--- src/rtl/pix_addr_seq.sv ---
module pix_addr_seq #(
  parameter int COLS = 688,
  parameter int ROWS = 508,
  localparam int CW = $clog2(COLS),
  localparam int RW = $clog2(ROWS)
) (
  input  logic          clk,
  input  logic          rst_n,
  input  logic          step,
  input  logic          frame_go,
  input  logic [RW-1:0] cfg_row0,
  input  logic [CW-1:0] cfg_col0,
  input  logic [RW:0]   cfg_rows,
  input  logic [CW:0]   cfg_cols,
  input  logic          cfg_hflip,
  input  logic          cfg_vflip,
  input  logic [1:0]    cfg_csub,
  input  logic [1:0]    cfg_rsub,
  output logic [RW-1:0] row_addr,
  output logic [CW-1:0] col_addr,
  output logic          pix_valid,
  output logic          line_last,
  output logic          frame_last
);
  localparam logic [CW+1:0] COLS_W = (CW+2)'(COLS);
  localparam logic [RW+1:0] ROWS_W = (RW+2)'(ROWS);

  logic [CW-1:0] c_base;
  logic [RW-1:0] r_base;
  logic [CW:0]   c_len, c_off;
  logic [RW:0]   r_len, r_off;
  logic          h_mir, v_mir, active;
  logic [1:0]    c_sub, r_sub;

  wire [CW-1:0] col0_even = {cfg_col0[CW-1:1], 1'b0};
  wire [CW+1:0] c_room = COLS_W - (CW+2)'(col0_even);
  wire [RW+1:0] r_room = ROWS_W - (RW+2)'(cfg_row0);
  wire [CW:0] c_fit = ((CW+2)'(col0_even) >= COLS_W) ? '0 :
                      (((CW+2)'(cfg_cols) < c_room) ? cfg_cols : c_room[CW:0]);
  wire [RW:0] r_fit = ((RW+2)'(cfg_row0) >= ROWS_W) ? '0 :
                      (((RW+2)'(cfg_rows) < r_room) ? cfg_rows : r_room[RW:0]);

  wire [2:0]    c_adv = c_off[0] ? {c_sub, 1'b1} : 3'd1;
  wire [2:0]    r_adv = r_off[0] ? {r_sub, 1'b1} : 3'd1;
  wire [CW+1:0] c_nxt = (CW+2)'(c_off) + (CW+2)'(c_adv);
  wire [RW+1:0] r_nxt = (RW+2)'(r_off) + (RW+2)'(r_adv);
  wire          c_end = c_nxt >= (CW+2)'(c_len);
  wire          r_end = r_nxt >= (RW+2)'(r_len);

  wire [CW:0] c_fwd = (CW+1)'(c_base) + c_off;
  wire [CW:0] c_rev = (CW+1)'(c_base) + c_len - (CW+1)'(1) - c_off;
  wire [RW:0] r_fwd = (RW+1)'(r_base) + r_off;
  wire [RW:0] r_rev = (RW+1)'(r_base) + r_len - (RW+1)'(1) - r_off;

  assign col_addr   = h_mir ? c_rev[CW-1:0] : c_fwd[CW-1:0];
  assign row_addr   = v_mir ? r_rev[RW-1:0] : r_fwd[RW-1:0];
  assign pix_valid  = active;
  assign line_last  = active & c_end;
  assign frame_last = active & c_end & r_end;

  always_ff @(posedge clk or negedge rst_n) begin
    if (!rst_n) begin
      active <= 1'b0;
      c_base <= '0;
      r_base <= '0;
      c_len  <= '0;
      r_len  <= '0;
      c_off  <= '0;
      r_off  <= '0;
      h_mir  <= 1'b0;
      v_mir  <= 1'b0;
      c_sub  <= '0;
      r_sub  <= '0;
    end else if (frame_go) begin
      active <= (c_fit != '0) && (r_fit != '0);
      c_base <= col0_even;
      r_base <= cfg_row0;
      c_len  <= c_fit;
      r_len  <= r_fit;
      c_off  <= '0;
      r_off  <= '0;
      h_mir  <= cfg_hflip;
      v_mir  <= cfg_vflip;
      c_sub  <= cfg_csub;
      r_sub  <= cfg_rsub;
    end else if (active && step) begin
      if (!c_end) begin
        c_off <= c_nxt[CW:0];
      end else begin
        c_off <= '0;
        if (r_end) active <= 1'b0;
        else       r_off  <= r_nxt[RW:0];
      end
    end
  end
endmodule


--- config.mk ---
export PLATFORM = sky130hd
export DESIGN_NAME = pix_addr_seq
export DESIGN_NICKNAME = d
export VERILOG_FILES = /design/src/rtl/pix_addr_seq.sv
export SDC_FILE = /design/constraint.sdc
export NUM_CORES = 1
export LEC_CHECK = 0
export ABC_AREA = 1
export BUFFER_PORTS_ARGS = -buffer_cell sky130_fd_sc_hd__buf_2
export CAP_MARGIN = 20
export CORE_MARGIN = 3
export CORE_UTILIZATION = 40
export DETAILED_ROUTE_END_ITERATION = 8
export GPL_TIMING_DRIVEN = 0
export MAX_ROUTING_LAYER = met4
export SETUP_SLACK_MARGIN = 0.15
export SLEW_MARGIN = 30
export SYNTH_ARGS = -nofsm -noshare
export SYNTH_HDL_FRONTEND = slang
export SYNTH_SLANG_ARGS = --single-unit
--- constraint.sdc ---
create_clock -name clk -period 8.4 [get_ports clk]
set_clock_uncertainty 0.1 [all_clocks]
set_input_delay 0.84 -clock clk [delete_from_list [all_inputs] [get_ports clk]]
set_output_delay 0.84 -clock clk [all_outputs]
set_load 0.05 [all_outputs]
After elaboration in Yosys (flattened, before gate mapping). Cells that the tools add are included.

Bits of input ports: 50. Output and inout port bits: 22. Word-level logic and storage cells: 60. Register bits after elaboration: 67.

$lt $le $gt $ge: 6. Equality and inequality tests: 1. Mux-type cells: 19. Bitwise gates (word level): 2. Reduce and logical (&&, ||, !) cells: 9. $add $sub $neg: 12.

Operators with widths (number): 10-bit two-way mux (7); 11-bit two-way mux (5); 10-bit adder (2); 9-bit adder (2); 11-bit by 3-bit adder with 12-bit output (1); 12-bit by 11-bit >= comparator with 1-bit output (1); 11-bit by 12-bit < comparator with 1-bit output (1); 10-bit by 3-bit adder with 11-bit output (1); 11-bit by 10-bit >= comparator with 1-bit output (1); 10-bit by 11-bit < comparator with 1-bit output (1); 11-bit nonzero test (1); 10-bit by 10-bit subtractor with 11-bit output (first input constant) (1); 10-bit >= comparator (second input constant) (1); 10-bit nonzero test (1); 10-bit by 1-bit subtractor with 10-bit output (second input constant) (1); 10-bit subtractor (1); 9-bit by 9-bit subtractor with 10-bit output (first input constant) (1); 9-bit >= comparator (second input constant) (1); 9-bit two-way mux (1); 9-bit by 1-bit subtractor with 9-bit output (second input constant) (1); 9-bit subtractor (1); 3-bit two-way mux (2); 3-bit AND reduction (2); 2-bit nonzero test (3); other kinds (4) (9).

Longest topological paths before layout. Gate-level depths: netlist (run 1).

Word-level depth: 7. Mapped depth: 22. Mapped depth without buffers: 22.

Worst setup path after synthesis (run 1). No wires, ideal clock.

Kind: register to output. Start: register r_base[1]. End: output row_addr[7]. Data required time: 7.460 ns. Path slack: 4.199 ns. Stages on the path, launching flop included: 13. Path buffers: 0. Arrival time: 3.261 ns. Cells stage by stage: dfrtp_1 inv_1 fa_1 inv_1 ha_1 inv_1 fa_1 o31ai_1 and2_1 nor2_1 nor2_1 nor3_1 o21ai_0.

Longest elaborated chain between the ends: 4. Elaborated cells between the ends (all ways): 5. Classes of those cells: add/sub: 4; mux: 1.

Ends and longest elaborated chain: from (decl) (RTL line 29) `logic [RW-1:0] r_base;`; from (signal assigned) (RTL line 77) `r_base <= cfg_row0;`; 9-bit adder (RTL line 53) `wire [RW:0] r_rev = (RW+1)'(r_base) + r_len - (RW+1)'(1) - r_off;`; 9-bit by 1-bit subtractor with 9-bit output (RTL line 53); 9-bit subtractor (RTL line 53); 9-bit two-way mux * (RTL line 56) `assign row_addr = v_mir ? r_rev[RW-1:0] : r_fwd[RW-1:0];`; to (decl) (RTL line 19) `output logic [RW-1:0] row_addr,`.

Every way passes the cells marked *; elsewhere a longest branch is shown, timed or not.

Worst setup path after layout (run 1).
Start: register c_off[0]. End: output frame_last.

Longest elaborated chain between the ends: 5.

Ends and longest elaborated chain: from (decl) (RTL line 30) `logic [CW:0] c_len, c_off;`; from (signal assigned) (RTL line 88) `c_off <= c_nxt[CW:0];`; 3-bit two-way mux (RTL line 43) `wire [2:0] c_adv = c_off[0] ? {c_sub, 1'b1} : 3'd1;`; 11-bit by 3-bit adder with 12-bit output * (RTL line 45) `wire [CW+1:0] c_nxt = (CW+2)'(c_off) + (CW+2)'(c_adv);`; 12-bit by 11-bit >= comparator with 1-bit output * (RTL line 47) `wire c_end = c_nxt >= (CW+2)'(c_len);`; 1-bit AND * (2 in a row) (RTL line 59) `assign frame_last = active & c_end & r_end;`; to (decl) (RTL line 23) `output logic frame_last`.

Marked as above.

==> results of run 1 <==
==> worst paths after layout <==
check / cells past startpoint / slack [ns] / start / endpoint
worst max-delay path: 18 / 3.87 / c_off[0] / frame_last
worst min-delay path: 2 / 0.37 / c_sub[0] / c_sub[0]
worst max register to register: 19 / 5.05 / c_off[0] / c_off[9]
worst min register to register: 2 / 0.37 / c_sub[0] / c_sub[0]
max in group asynchronous: 2 / 7.27 / rst_n / c_len[5]
min in group asynchronous: 1 / 0.38 / rst_n / v_mir
==> through the flow <==
step           cell area (sq um)  total power, uW
6_report                    7875             1608
3_5_place_dp                7601             1268
2_1_floorplan               6958             1054
4_1_cts                     7875             1622
3_3_place_gp                7579             1257
5_1_grt                     7875             1759
==> state kept, by name, indices dropped and copies added, names as in the netlist <==
name       flops
pix_valid      1
v_mir          1
r_off         10
c_off         11
r_base         9
r_len         10
c_len         11
c_base         9
r_sub          2
c_sub          2
h_mir          1
==> final cells by class <==
cell class              instances  area [sq um]  share of cell area, %
plain buffers                  19         92.59                  1.176
clock inverters                 2         10.01                 0.1271
inverters                     194         728.2                  9.247
well taps                     220         275.3                  3.495
multi-input cells             693          4461                  56.64
repair buffers                 70         367.9                  4.671
flip-flops and latches         67          1677                  21.29
clock buffers                  14         264.0                  3.352
==> tightest hold or removal path, delay by kind of cell (launching register included) <==
kind	cells	cell delay (ns)
AND/OR/NAND/NOR	2	0.10
flip-flops	1	0.34
==> layer usage <==
metal  vias up  part of all wire, %  global-route usage (%)
met5         -                    0                       -
met4         0                 0.96                   3.952
met1      2793                   53                   29.54
met2       125                   42                   28.39
li1       3245                    -                       -
met3        11                  4.3                   1.742
==> placed cells by master, fill, tap and decap left out, types with 22 or more instances in the layout <==
master	count
sky130_fd_sc_hd__nand2_1	231
sky130_fd_sc_hd__inv_1	189
sky130_fd_sc_hd__ha_1	91
sky130_fd_sc_hd__o21ai_0	78
sky130_fd_sc_hd__nand3_1	77
sky130_fd_sc_hd__buf_2	70
sky130_fd_sc_hd__dfrtp_1	67
sky130_fd_sc_hd__nor2_1	58
sky130_fd_sc_hd__a21oi_1	29
sky130_fd_sc_hd__xor2_1	23
sky130_fd_sc_hd__fa_1	22
==> power groups by stage <==
stage / Clock (uW) / Sequential [uW] / Combinational, uW
floorplan: 0 / 400 / 655
global placement: 0 / 409 / 848
detailed placement: 0 / 410 / 858
CTS: 355 / 404 / 862
global route: 367 / 411 / 981
finish: 351 / 405 / 852
==> logic make-up after synthesis <==
kind of cell,after synthesis
flip-flops,67
AND/OR/NAND/NOR,391
buffers and inverters,213
XOR/XNOR,32
multiplexers,1
AO/OA/AOI/OAI,156
adder cells (fa/ha/maj),113
==> impl.org, run 1 <==
** Clocking
- The longest clock path from root to sink contains 2 buffers.
- The H-tree generated during clock tree synthesis spans 3 levels.
- The number of setup buffers added after CTS is 0.
- Post-CTS Resized :: 0
- Root Buffer Master :: sky130_fd_sc_hd__clkbuf_16
- TritonCTS built the clock tree.
- Buffers inserted to repair hold after CTS numbered 0.
- Worst-path clk slew :: approximately 0.05 ns
- Clock network latency to the later pin of the worst-skew pair :: approximately 0.33 ns
- Total clock sinks :: between 60 and 70
- Clock buffers created by TritonCTS :: 9

** Job
- The tool flagged a number of max-cap violations equal to 0.

** Synth
- Cell type with the largest total area after synthesis :: sky130_fd_sc_hd__dfrtp_1
- Count of distinct cell types in the synthesized netlist :: 45
- Synth Flop Type :: sky130_fd_sc_hd__dfrtp_1
- Simple-gate share of the synthesized area :: 23.99%
- Mapped cell area :: about 7000 sq um
- Register bit total from synthesis :: 67
- Yosys mapped a number of flops with a built-in enable equal to 0.
- Measured against the total synthesized area, the mux share comes to less than 1%.
- Fraction of synthesized cell area taken by the top area cell type :: roughly 24%
- Average cell area after synthesis :: around 7.2 sq um
- Post-Synth XOR/XNOR Area :: about 4.0%
- Top cell types by occurrence after synthesis :: sky130_fd_sc_hd__nand2_1 (231), sky130_fd_sc_hd__inv_1 (189), sky130_fd_sc_hd__ha_1 (91)
- By area, the combinational part of the netlist is dominated by simple AND/OR/NAND/NOR gates.
- Sequential cells were found to cover roughly 24% of the synthesized design area.
- Most numerous cell in the Yosys netlist :: sky130_fd_sc_hd__nand2_1
- Post-Synth Adder-Cell Area :: 22.69%
- The synthesized netlist devotes about an eighth of its cell area to compound gates.
- Yosys Warn Count :: 0
- Number of nets produced by synthesis :: 1,136
- Gate Count Post-Synth :: approximately 1,000
- Leading cell types by total area after synthesis :: sky130_fd_sc_hd__dfrtp_1 (24%), sky130_fd_sc_hd__ha_1 (16%), sky130_fd_sc_hd__nand2_1 (12%), sky130_fd_sc_hd__inv_1 (10%), sky130_fd_sc_hd__fa_1 (6.3%)
- For this run, asynchronously set or reset flops after synthesis account for between 90% and 100%.

** Critical path
- For this run, the slowest stage of the critical path takes between 0.4 and 0.5 ns.
- Critical path fanouts, max :: 8
- Together, buffers and inverters on the worst path number 2.
- The slowest stage of the critical path belongs to the cell sky130_fd_sc_hd__dfrtp_1.
- Traced cell by cell, the critical path runs through nand2_1, inv_1, ha_1, a21oi_1, nor2_1, nand2_1, nor2_1, nand3_1, nor3_2, xor2_1, ha_1, nand2_1, nor2_2, nand3_1, nand3_1, nand2_1, a21oi_1, buf_2.
- STA puts the critical path data arrival time at between 3 and 4 ns.
- STA classifies the critical path startpoint as a flop.
- Crit path max-delay family :: simple AND/OR/NAND/NOR gates
- CP dominant cell by count :: sky130_fd_sc_hd__nand2_1
- CP required :: approximately 7.5 ns
- The critical path in this run is classified as flop to primary output.
- Critical path capture point type :: primary output

** Status
- Status :: complete, no violations

** Layout
- Number of non-filler instances in the completed layout :: 1,279
- From synthesis to final layout, the design area changed by 13.18%.
- Cells fill a little under half of the core in the end.
- 0 antenna diodes ended up in the layout.
- Net count reported at finish :: between 1,000 and 1,500
- Ratio of cells with drive above 1 in the final layout :: a little under an eighth
- Fillcell total :: 1,775

** Placed design
- The number of placed instances, taps included, is 1,263.
- Routability-driven placement finished with a final weighted congestion of ~0.9.
- Count of buffers inserted at the top-level ports :: between 60 and 70
- Estimated wirelength of the detail-placed design :: 14,380 um
- Worst slack after detailed placement :: 4.266 ns

** Pwr
- In this run the power density over the cells is ~200 nW/um^2.
- LEAKAGE :: between 0.004 and 0.005 uW
- Peak supply drop :: between 0.1 and 0.15 mV
- The share of total power dissipated in sequential elements is approximately 25%.
- Net Sw Power :: about 750 uW
- The share of total power dissipated in combinational logic is 53.0%.
- Clock share of power :: 21.8%
- Switching power as a share of total power :: 46.85%
- Cell internal pwr :: roughly 850 uW

** Routing
- For this run, design rule violations remaining after detail routing come to 0.
- Summing over every cut layer, the via total after detailed routing is approximately 6,200.
- The first routing iteration left 318 violations.
- Router iterations before antenna repair :: 5
- Routed via count divided by cell count :: around 4.8
- Average wire per cell in the routed design :: 13.33 um
- Number of nets still failing antenna checks after routing :: 0
- The final layout contains routed wiring with a total length of approximately 17,000 um.

** Floorplan
- Row generation in the floorplan step produced between 40 and 50 rows.
- Starting density of the core :: between 40% and 50%
- Die extent in x :: between 100 and 150 um
- Die Y-Extent :: 137.9 um
- Die Area :: around 19,000 sq um
- Total I/O pin count :: 72
- Area of the placeable core :: roughly 17,000 sq um

** Global routing
- Pin count of the biggest net entering global routing :: between 40 and 50
- The number of global-route vias before repair came to approximately 5,900.
- The first global-routing pass estimated 29,010 um of wire.
- The number of antenna violations at the first check in global routing came to 0.
- Overall global routing resource usage :: between 15 and 20%
- Global route total overflow :: 0

** Timing
- Share of the clock period used by the worst path :: between 50 and 60%
- Setup repair after global routing missed its margin :: false
- For the pin with the worst max-slew slack, the measured transition is a little under 0.6 ns.
- The count of final hold-check violations came to 0.
- Adding up every negative setup slack in the final design gives 0 ns.
- Highest attainable clock frequency :: 220.7 MHz
- After layout, the minimum clock period comes to roughly 4.5 ns.
- Setup violators final :: 0
- Post-route worst setup slack :: just under 4 ns
- The number of slew-limit violations in the final report came to 0.
- Final hold analysis gives a worst-case slack of 0.3722 ns.
- The worst pin sits at a relative slew slack of 61.08%.

** Worst hold path
- The path class of the tightest hold or removal check is flop to flop.
No activity file was read; power rests on OpenSTA's default activity.
==> run 2: changes to the inputs <==
Clock period 8.4 ns to 4.41 ns, I/O delays scaled along.
==> run 2 against run 1 <==
Against the previous run: the run now ends with negative hold slack left; core utilization is 0.060 points higher; design area increased by 0.13%; first-iteration DRC count decreased by 7.9%; sequential share of layout area about the same; cell count did not move; total power grew 91%; critical path type unchanged; non-clock buffer count stayed put; wire length about the same; clock power grew 90%.
==> impl.org, run 2 (synthesized netlist as in run 1, its figures left out) <==
** Status
- Status: complete, but fails checks (was complete, no violations).
- The final reports fail on negative hold slack.

** Pwr
- The reported leakage power came to 0.004357 uW (was 0.004359 uW).
- Peak supply drop :: 0.2000 mV (was 0.1053 mV)
- Areal power density over the cells :: 388.6 nW/um^2 (was 204.2 nW/um^2)
- The overall power came to 3064 uW (was 1608 uW).

** Routing
- Number of nets still failing antenna checks after routing :: 0 (unchanged)
- Metal-1 WL :: 9023 um (was 8986 um)
- Highest metal layer with signal wires :: met4 (unchanged)
- The DRC violation count after routing is 0 (unchanged).
- The average wire length per cell after detail routing came to 13.35 um (was 13.33 um).
- Routed length on met3 :: 693 um (was 733 um)
- The overall via count from detail_route was 6,174 (unchanged).
- Router iterations before antenna repair :: 6 (was 5)
- Drt total wl :: 17,070 um (was 17,050 um)
- Count of routing violations after the opening detailed-route iteration :: 293 (was 318)
- Length of routed met2 wiring :: 7188 um (was 7172 um)
- Routed via count divided by cell count :: 4.827 (unchanged)

** Critical path
- The cell type group with the largest total delay on the critical path is simple AND/OR/NAND/NOR gates (unchanged).
- The minimum setup slack among reg-to-reg paths came to 1.14 ns (was 5.05 ns).
- Critical path fanouts, max :: 8 (unchanged)
- Cell chain of the critical path: nand2_1, inv_1, ha_1, a21oi_1, nor2_1, nand2_1, nor2_2, nand3_1, nor3_2, xor2_1, ha_1, nand2_1, nor2_2, nand3_1, nand3_1, nand2_1, a21oi_2, buf_4 (was nand2_1, inv_1, ha_1, a21oi_1, nor2_1, nand2_1, nor2_1, nand3_1, nor3_2, xor2_1, ha_1, nand2_1, nor2_2, nand3_1, nand3_1, nand2_1, a21oi_1, buf_2).
- Worst flop-to-flop path startpoint :: c_off[0] (unchanged)
- CP dominant cell by count :: sky130_fd_sc_hd__nand2_1 (unchanged)
- Sort of element at the start of the critical path :: flop (unchanged)
- Critical path capture point type :: primary output (unchanged)
- Combined buffer and inverter count along the critical path :: 2 (unchanged)
- Worst setup startpoint :: c_off[0] (unchanged)
- The critical path's slowest cell is sky130_fd_sc_hd__dfrtp_2 (was sky130_fd_sc_hd__dfrtp_1).
- Data arrival at the endpoint of the critical path :: 3.39 ns (was 3.59 ns)
- CP required :: 3.87 ns (was 7.46 ns)
- The maximum single-stage delay on the critical path is 0.46 ns (was 0.47 ns).
- The critical path class is flop to primary output (unchanged).

** Timing
- The count of final hold-check violations was 17 (was 0).
- For this run, the top clock speed supported by timing is around 250 MHz.
- Rel. slew slack :: 60.94% (was 61.08%)
- Max-slew violations :: 0 (unchanged)
- Hold slack :: -0.01723 ns (was 0.3722 ns)
- The final setup TNS was 0 ns (unchanged).
- Share of the clock period used by the worst path :: roughly nine tenths
- The setup-violating endpoint count in the final report was 0 (unchanged).
- The worst path in the final design needs a cycle of between 3 and 4 ns, including I/O delays and setup.
- Tightest Pin Transition :: 0.5860 ns (was 0.5838 ns)
- Setup repair after global routing missed its margin: false (unchanged).

** Clocking
- Total clock sinks :: 67 (unchanged)
- Clock network latency to the later pin of the worst-skew pair :: 0.33 ns (about the same)
- The root buffer cell was sky130_fd_sc_hd__clkbuf_16 (unchanged).
- The cts-stage hold buffer count is 0 (unchanged).
- TritonCTS clock tree :: done (unchanged)
- Worst-path clk slew :: 0.06 ns (was 0.05 ns)
- The maximum clock path buffer count is 2 (unchanged).
- Number of setup buffers added after CTS :: 0 (unchanged)
- Number of H-tree branching levels :: 3 (unchanged)
- Clock buffers created by TritonCTS :: 9 (unchanged)

** Layout
- The number of antenna diodes came to 0 (unchanged).
- The area overhead of the layout relative to synthesis was 13.32% (was 13.18%).
- Leading cell types in the layout, fill and taps excluded :: sky130_fd_sc_hd__nand2_1 (231), sky130_fd_sc_hd__inv_1 (189), sky130_fd_sc_hd__ha_1 (91) (unchanged)
- The area taken by multi-input logic gates is 4467 sq um (was 4461 sq um).
- Registers with the most flip-flops: c_len (11), c_off (11) (unchanged).
- The total of fill cells in the finished design was 1,774 (was 1,775).
- The most common cell after layout, fill and taps aside is sky130_fd_sc_hd__nand2_1 (unchanged).
- The fraction of final layout cells with drive strength greater than 1 came to 11.71% (was 11.43%).
- The sequential standard cell area is 1678 sq um (was 1677 sq um).
- Net count reported at finish :: 1,217 (unchanged)

** Worst hold path
- Class of the worst hold path :: primary input to asynchronous set/reset pin (was flop to flop)

** Floorplan
- Die extent in x :: 137.9 um (unchanged)
- The core box area came to 16,820 sq um (unchanged).
- The I/O pin count came to 72 (unchanged).
- The starting density of the core came to 41.37% (unchanged).
- The cell row count was 47 (unchanged).
- The die footprint was 19,010 sq um (unchanged).
- Die Y-Extent :: 137.9 um (unchanged)

** Global routing
- The global-route usage over all layers is 19.46% (unchanged).
- The largest net degree at the start of global routing is 41 (unchanged).
- Number of antenna violations at the first check in global routing :: 0 (unchanged)
- The final global-route overflow total came to 0 (unchanged).
- The wire length of the first global-routing pass came to 29,010 um (unchanged).
- Via count of the first global-routing pass :: 5,855 (unchanged)

** Placed design
- The weighted congestion at the end of routability-driven global placement came to 0.8741 (unchanged).
- The number of port buffers was 69 (unchanged).
- The half-perimeter wire length after placement came to 14,380 um (unchanged).

** Job
- The number of max-capacitance violations reported came to 0 (unchanged).
## run 2: final timing paths
path | end | cells past startpoint
setup / recovery | frame_last | 18
hold / removal | v_mir | 1
setup reg to reg | c_off[9] | 19
hold reg to reg | c_sub[0] | 2
max in group asynchronous | c_off[0] | 2
min in group clk | r_sub[0] | 3
## run 2: metrics by stage
stage	util [%]	std cells	setup slack [ns]	instance area (sq um)
floorplan	-	973	0.6085	6958
global placement	45.06	1262	0.6380	7579
detailed placement	45.19	1263	0.6749	7601
CTS	46.82	1279	0.2884	7875
global route	46.88	1279	0.1841	7885
finish	46.88	1279	0.4799	7885
## run 2: cell type report
cell class                 count  area share [%]
timing repair buffer          70           4.697
buffer                        19           1.174
clock inverter                 2          0.1269
sequential                    67           21.28
clock buffer                  14           3.348
multi-input combinational    693           56.65
inverter                     194           9.235
tap                          220           3.491
## run 2: routing by layer
metal / track usage (%) / vias up
met1: 29.54 / 2802
met2: 28.39 / 112
li1: - / 3249
met4: 3.952 / 0
met5: - / -
met3: 1.742 / 11
## run 2: report_power, final
part           internal, uW  switching (uW)  total [uW]  leakage (uW)
clock                   410             259         668      0.000137
sequential              687            85.2         772      0.000851
combinational           533            1090        1620       0.00337
## run 2: what timing repair did
item / in CTS / in global routing
endpoints found under the setup margin: 0 / 1
resized for setup: 0 / 5
hold endpoints to repair: 0 / 0
==> run 3: changes to the inputs <==
Settings changed: CTS_CLUSTER_SIZE from default to 20, REMOVE_ABC_BUFFERS from default to 1.
==> run 3 against run 2 <==
Against the previous run: hold slack gained 0.23 ns; clock-buffer cell count is 1 higher; critical endpoint unchanged; clock power is 11% higher; the flow now finishes without violations; design area shrank 0.19%; cell count fell by 1.3%; critical path depth did not move; wire length fell by 4.5%; maximum frequency down 1.4%; sequential power increased by 1%; non-clock buffer count fell by 16; die area unchanged; global-route usage down 0.86 points; largest cell class unchanged.
==> impl.org, run 3 (synthesized netlist as in run 1, its figures left out) <==
** Placed design
- Count of buffers inserted at the top-level ports :: 70 (was 69)
- The half-perimeter wire length after placement came to 13,200 um (was 14,380 um).
- The weighted congestion at the end of routability-driven global placement is 0.8438 (was 0.8741).

** Timing
- Total Negative Setup Slacks :: 0 ns (unchanged)
- Tightest Pin Transition :: 0.8811 ns (was 0.5860 ns)
- Highest attainable clock frequency :: 251.0 MHz (was 254.4 MHz)
- Hold slack :: 0.2108 ns (was -0.01723 ns)
- The part of the cycle the worst path needs was 90.36% (was 89.12%).
- Final critical-path required period :: 3.985 ns (was 3.930 ns)
- The setup-violating endpoint count in the final report came to 0 (unchanged).
- The number of slew-limit violations in the final report came to 0 (unchanged).
- Setup repair after global routing missed its margin: false (unchanged).
- The count of final hold-check violations is 0 (was 17).
- Rel. slew slack :: 41.26% (was 60.94%)

** Layout
- The area overhead of the layout relative to synthesis was 13.11% (was 13.32%).
- Leading cell type in the layout, fill and taps excluded :: sky130_fd_sc_hd__nand2_1 (unchanged)
- The number of nets in the layout came to 1,201 (was 1,217).
- Ratio of cells with drive above 1 in the final layout :: 11.51% (was 11.71%)
- Antenna Diode Count :: 0 (unchanged)
- Registers with the most flip-flops :: c_len (11), c_off (11) (unchanged)
- The total of fill cells in the finished design came to 1,784 (was 1,774).
- Leading cell types in the layout, fill and taps excluded: sky130_fd_sc_hd__nand2_1 (231), sky130_fd_sc_hd__inv_1 (188), sky130_fd_sc_hd__ha_1 (91) (was sky130_fd_sc_hd__nand2_1 (231), sky130_fd_sc_hd__inv_1 (189), sky130_fd_sc_hd__ha_1 (91)).

** Critical path
- The data arrival time of the critical path is 3.44 ns (was 3.39 ns).
- The critical register-to-register path startpoint was c_off[0] (unchanged).
- Slowest library cell on the worst path :: sky130_fd_sc_hd__dfrtp_2 (unchanged)
- Max stage delay on crit path :: 0.46 ns (about the same)
- The critical path buffer and inverter count is 2 (unchanged).
- The cell occurring most often along the worst timing path was sky130_fd_sc_hd__nand2_1 (unchanged).
- Kind of critical path :: flop to primary output (unchanged)
- Register-to-Register Path Depth :: 18 (was 19)
- Destination of the worst register-to-register timing path :: r_off[6] (was c_off[9])
- Critical path fanouts, max :: 8 (unchanged)
- The startpoint class of the critical path was a flop (unchanged).
- The minimum setup slack among reg-to-reg paths came to 0.78 ns (was 1.14 ns).
- Cell chain of the critical path: nand2_1, inv_1, ha_1, a21oi_1, nor2_1, nand2_1, nor2_1, nand3_1, nor3_2, xor2_1, ha_1, nand2_1, nor2_2, nand3_1, nand3_1, nand2_1, a21oi_1, clkbuf_4 (was nand2_1, inv_1, ha_1, a21oi_1, nor2_1, nand2_1, nor2_2, nand3_1, nor3_2, xor2_1, ha_1, nand2_1, nor2_2, nand3_1, nand3_1, nand2_1, a21oi_2, buf_4).
- Critical path capture point type :: primary output (unchanged)
- The required time of the worst setup path came to 3.87 ns (about the same).
- Crit path max-delay family :: simple AND/OR/NAND/NOR gates (unchanged)

** Worst hold path
- For hold timing, the worst endpoint is c_sub[0].
- Number of cells on the worst hold path :: 3
- The class of the most critical hold timing path is primary input to flop (was primary input to asynchronous set/reset pin).
- The startpoint identified for the worst hold timing path is cfg_csub[0].

** Floorplan
- The die footprint was 19,010 sq um (unchanged).
- Area of the placeable core :: 16,820 sq um (unchanged)
- The die span in x came to 137.9 um (unchanged).
- The cell row count is 47 (unchanged).
- Starting density of the core :: 41.37% (unchanged)
- The die outline height came to 137.9 um (unchanged).
- The I/O pin count was 72 (unchanged).

** Global routing
- Met3 Track Usage GR :: 2.467% (was 1.742%)
- The final global-route overflow total came to 0 (unchanged).
- Overall global routing resource usage :: 18.60% (was 19.46%)
- Global-route wire length before repair :: 27,740 um (was 29,010 um)
- The peak-usage layer in the global routing report is met1 (unchanged).
- The largest net degree at the start of global routing came to 50 (was 41).
- The global routing usage on met1 is 29.19% (was 29.54%).
- Via count of the first global-routing pass :: 5,714 (was 5,855)
- Number of antenna violations at the first check in global routing :: 0 (unchanged)
- The met2 track demand over resource came to 25.70% (was 28.39%).

** Routing
- Count of routing violations after the opening detailed-route iteration :: 327 (was 293)
- The DRC violation count after routing came to 0 (unchanged).
- The overall via count from detail_route came to 6,005 (was 6,174).
- The number of detailed-routing iterations run before antenna repair is 7 (was 6).
- The final wirelength was 16,300 um (was 17,070 um).
- The average wire length per cell after detail routing came to 12.90 um (was 13.35 um).
- The number of vias per cell is 4.755 (was 4.827).
- Number of nets still failing antenna checks after routing :: 0 (unchanged)

** Clocking
- Clock network latency to the later pin of the worst-skew pair :: 0.33 ns (about the same)
- The TritonCTS clock tree is done (unchanged).
- Total clock sinks :: 67 (unchanged)
- The number of buffers inserted during clock tree synthesis was 9 (unchanged).
- The maximum clock path buffer count was 2 (unchanged).
- Root Buffer Master :: sky130_fd_sc_hd__clkbuf_16 (unchanged)
- Worst-path clk slew :: 0.05 ns (was 0.06 ns)
- The H-tree depth was 3 (unchanged).

** Job
- The number of max-capacitance violations reported is 0 (unchanged).

** Pwr
- LEAKAGE :: 0.004352 uW (was 0.004357 uW)
- The power per standard cell area was 396.7 nW/um^2 (was 388.6 nW/um^2).
- The peak ir drop on the vdd network is 0.1997 mV (was 0.2000 mV).

** Status
- Status: complete, no violations (was complete, but fails checks).
run 3: cell count changes in the layout (fill, tap and decap cells not counted), moves of 2 or more:
| cell | delta |
|---|---|
| sky130_fd_sc_hd__buf_16 | +2 |
| sky130_fd_sc_hd__buf_4 | -2 |
| sky130_fd_sc_hd__buf_6 | -2 |
| sky130_fd_sc_hd__clkbuf_1 | -14 |
| sky130_fd_sc_hd__clkinv_2 | -2 |
run 3: worst max path at each step:
| stage | cells past startpoint | startpoint | slack [ns] | end |
|---|---|---|---|---|
| finish | 18 | c_off[0] | 0.43 | frame_last |
| global route | 18 | c_off[0] | 0.17 | frame_last |
| CTS | 18 | c_off[0] | 0.34 | frame_last |
| detailed placement | 18 | c_off[0] | 0.75 | frame_last |
| global placement | 18 | c_off[0] | 0.75 | frame_last |
| floorplan | 12 | r_base[1] | 0.61 | row_addr[7] |
run 3: what timing repair did:
item | in CTS | in global routing
buffers inserted | 0 | 0
gates resized for setup | 0 | 2
endpoints found under the hold margin | 18 | 0
setup endpoints to repair | 0 | 2
hold buffers | 1 | 0
run 3: cell type report:
cell class / count / area (sq um) / area share (%)
Clock buffer: 15 / 277.8 / 3.529
Timing Repair Buffer: 73 / 420.4 / 5.342
Multi-Input combinational cell: 693 / 4461 / 56.68
Inverter: 194 / 728.2 / 9.253
Sequential cell: 67 / 1678 / 21.32
Clock inverter: 1 / 30.03 / 0.3816
Tap cell: 220 / 275.3 / 3.498
run 3: worst reg2reg max path: cells and delay by family (launching register included):
kind | cells | cell delay [ns]
AND/OR/NAND/NOR | 12 | 1.96
flip-flops | 1 | 0.46
adder cells (fa/ha/maj) | 2 | 0.66
buffers and inverters | 1 | 0.04
XOR/XNOR | 1 | 0.12
AO/OA/AOI/OAI | 2 | 0.18
run 3: routing by layer:
metal / up-vias / wire length [um]
li1: 3204 / -
met1: 2697 / 9050
met2: 95 / 6535
met3: 9 / 575
met4: 0 / 136
met5: - / 0
run 3: where the power goes:
group	switching (uW)	internal, uW
Sequential	92.8	687
Combinational	1080	523
Clock	257	485
run 3: per-stage QoR:
step	instances	setup slack, ns	util, %	power [uW]	area (sq um)
finish	1263	0.4253	46.79	3122	7870
global route	1263	0.1651	46.79	3423	7870
CTS	1263	0.3415	46.77	3149	7866
detailed placement	1246	0.7522	44.88	2397	7548
global placement	1244	0.7484	44.54	2369	7491
floorplan	954	0.6085	-	1990	6865
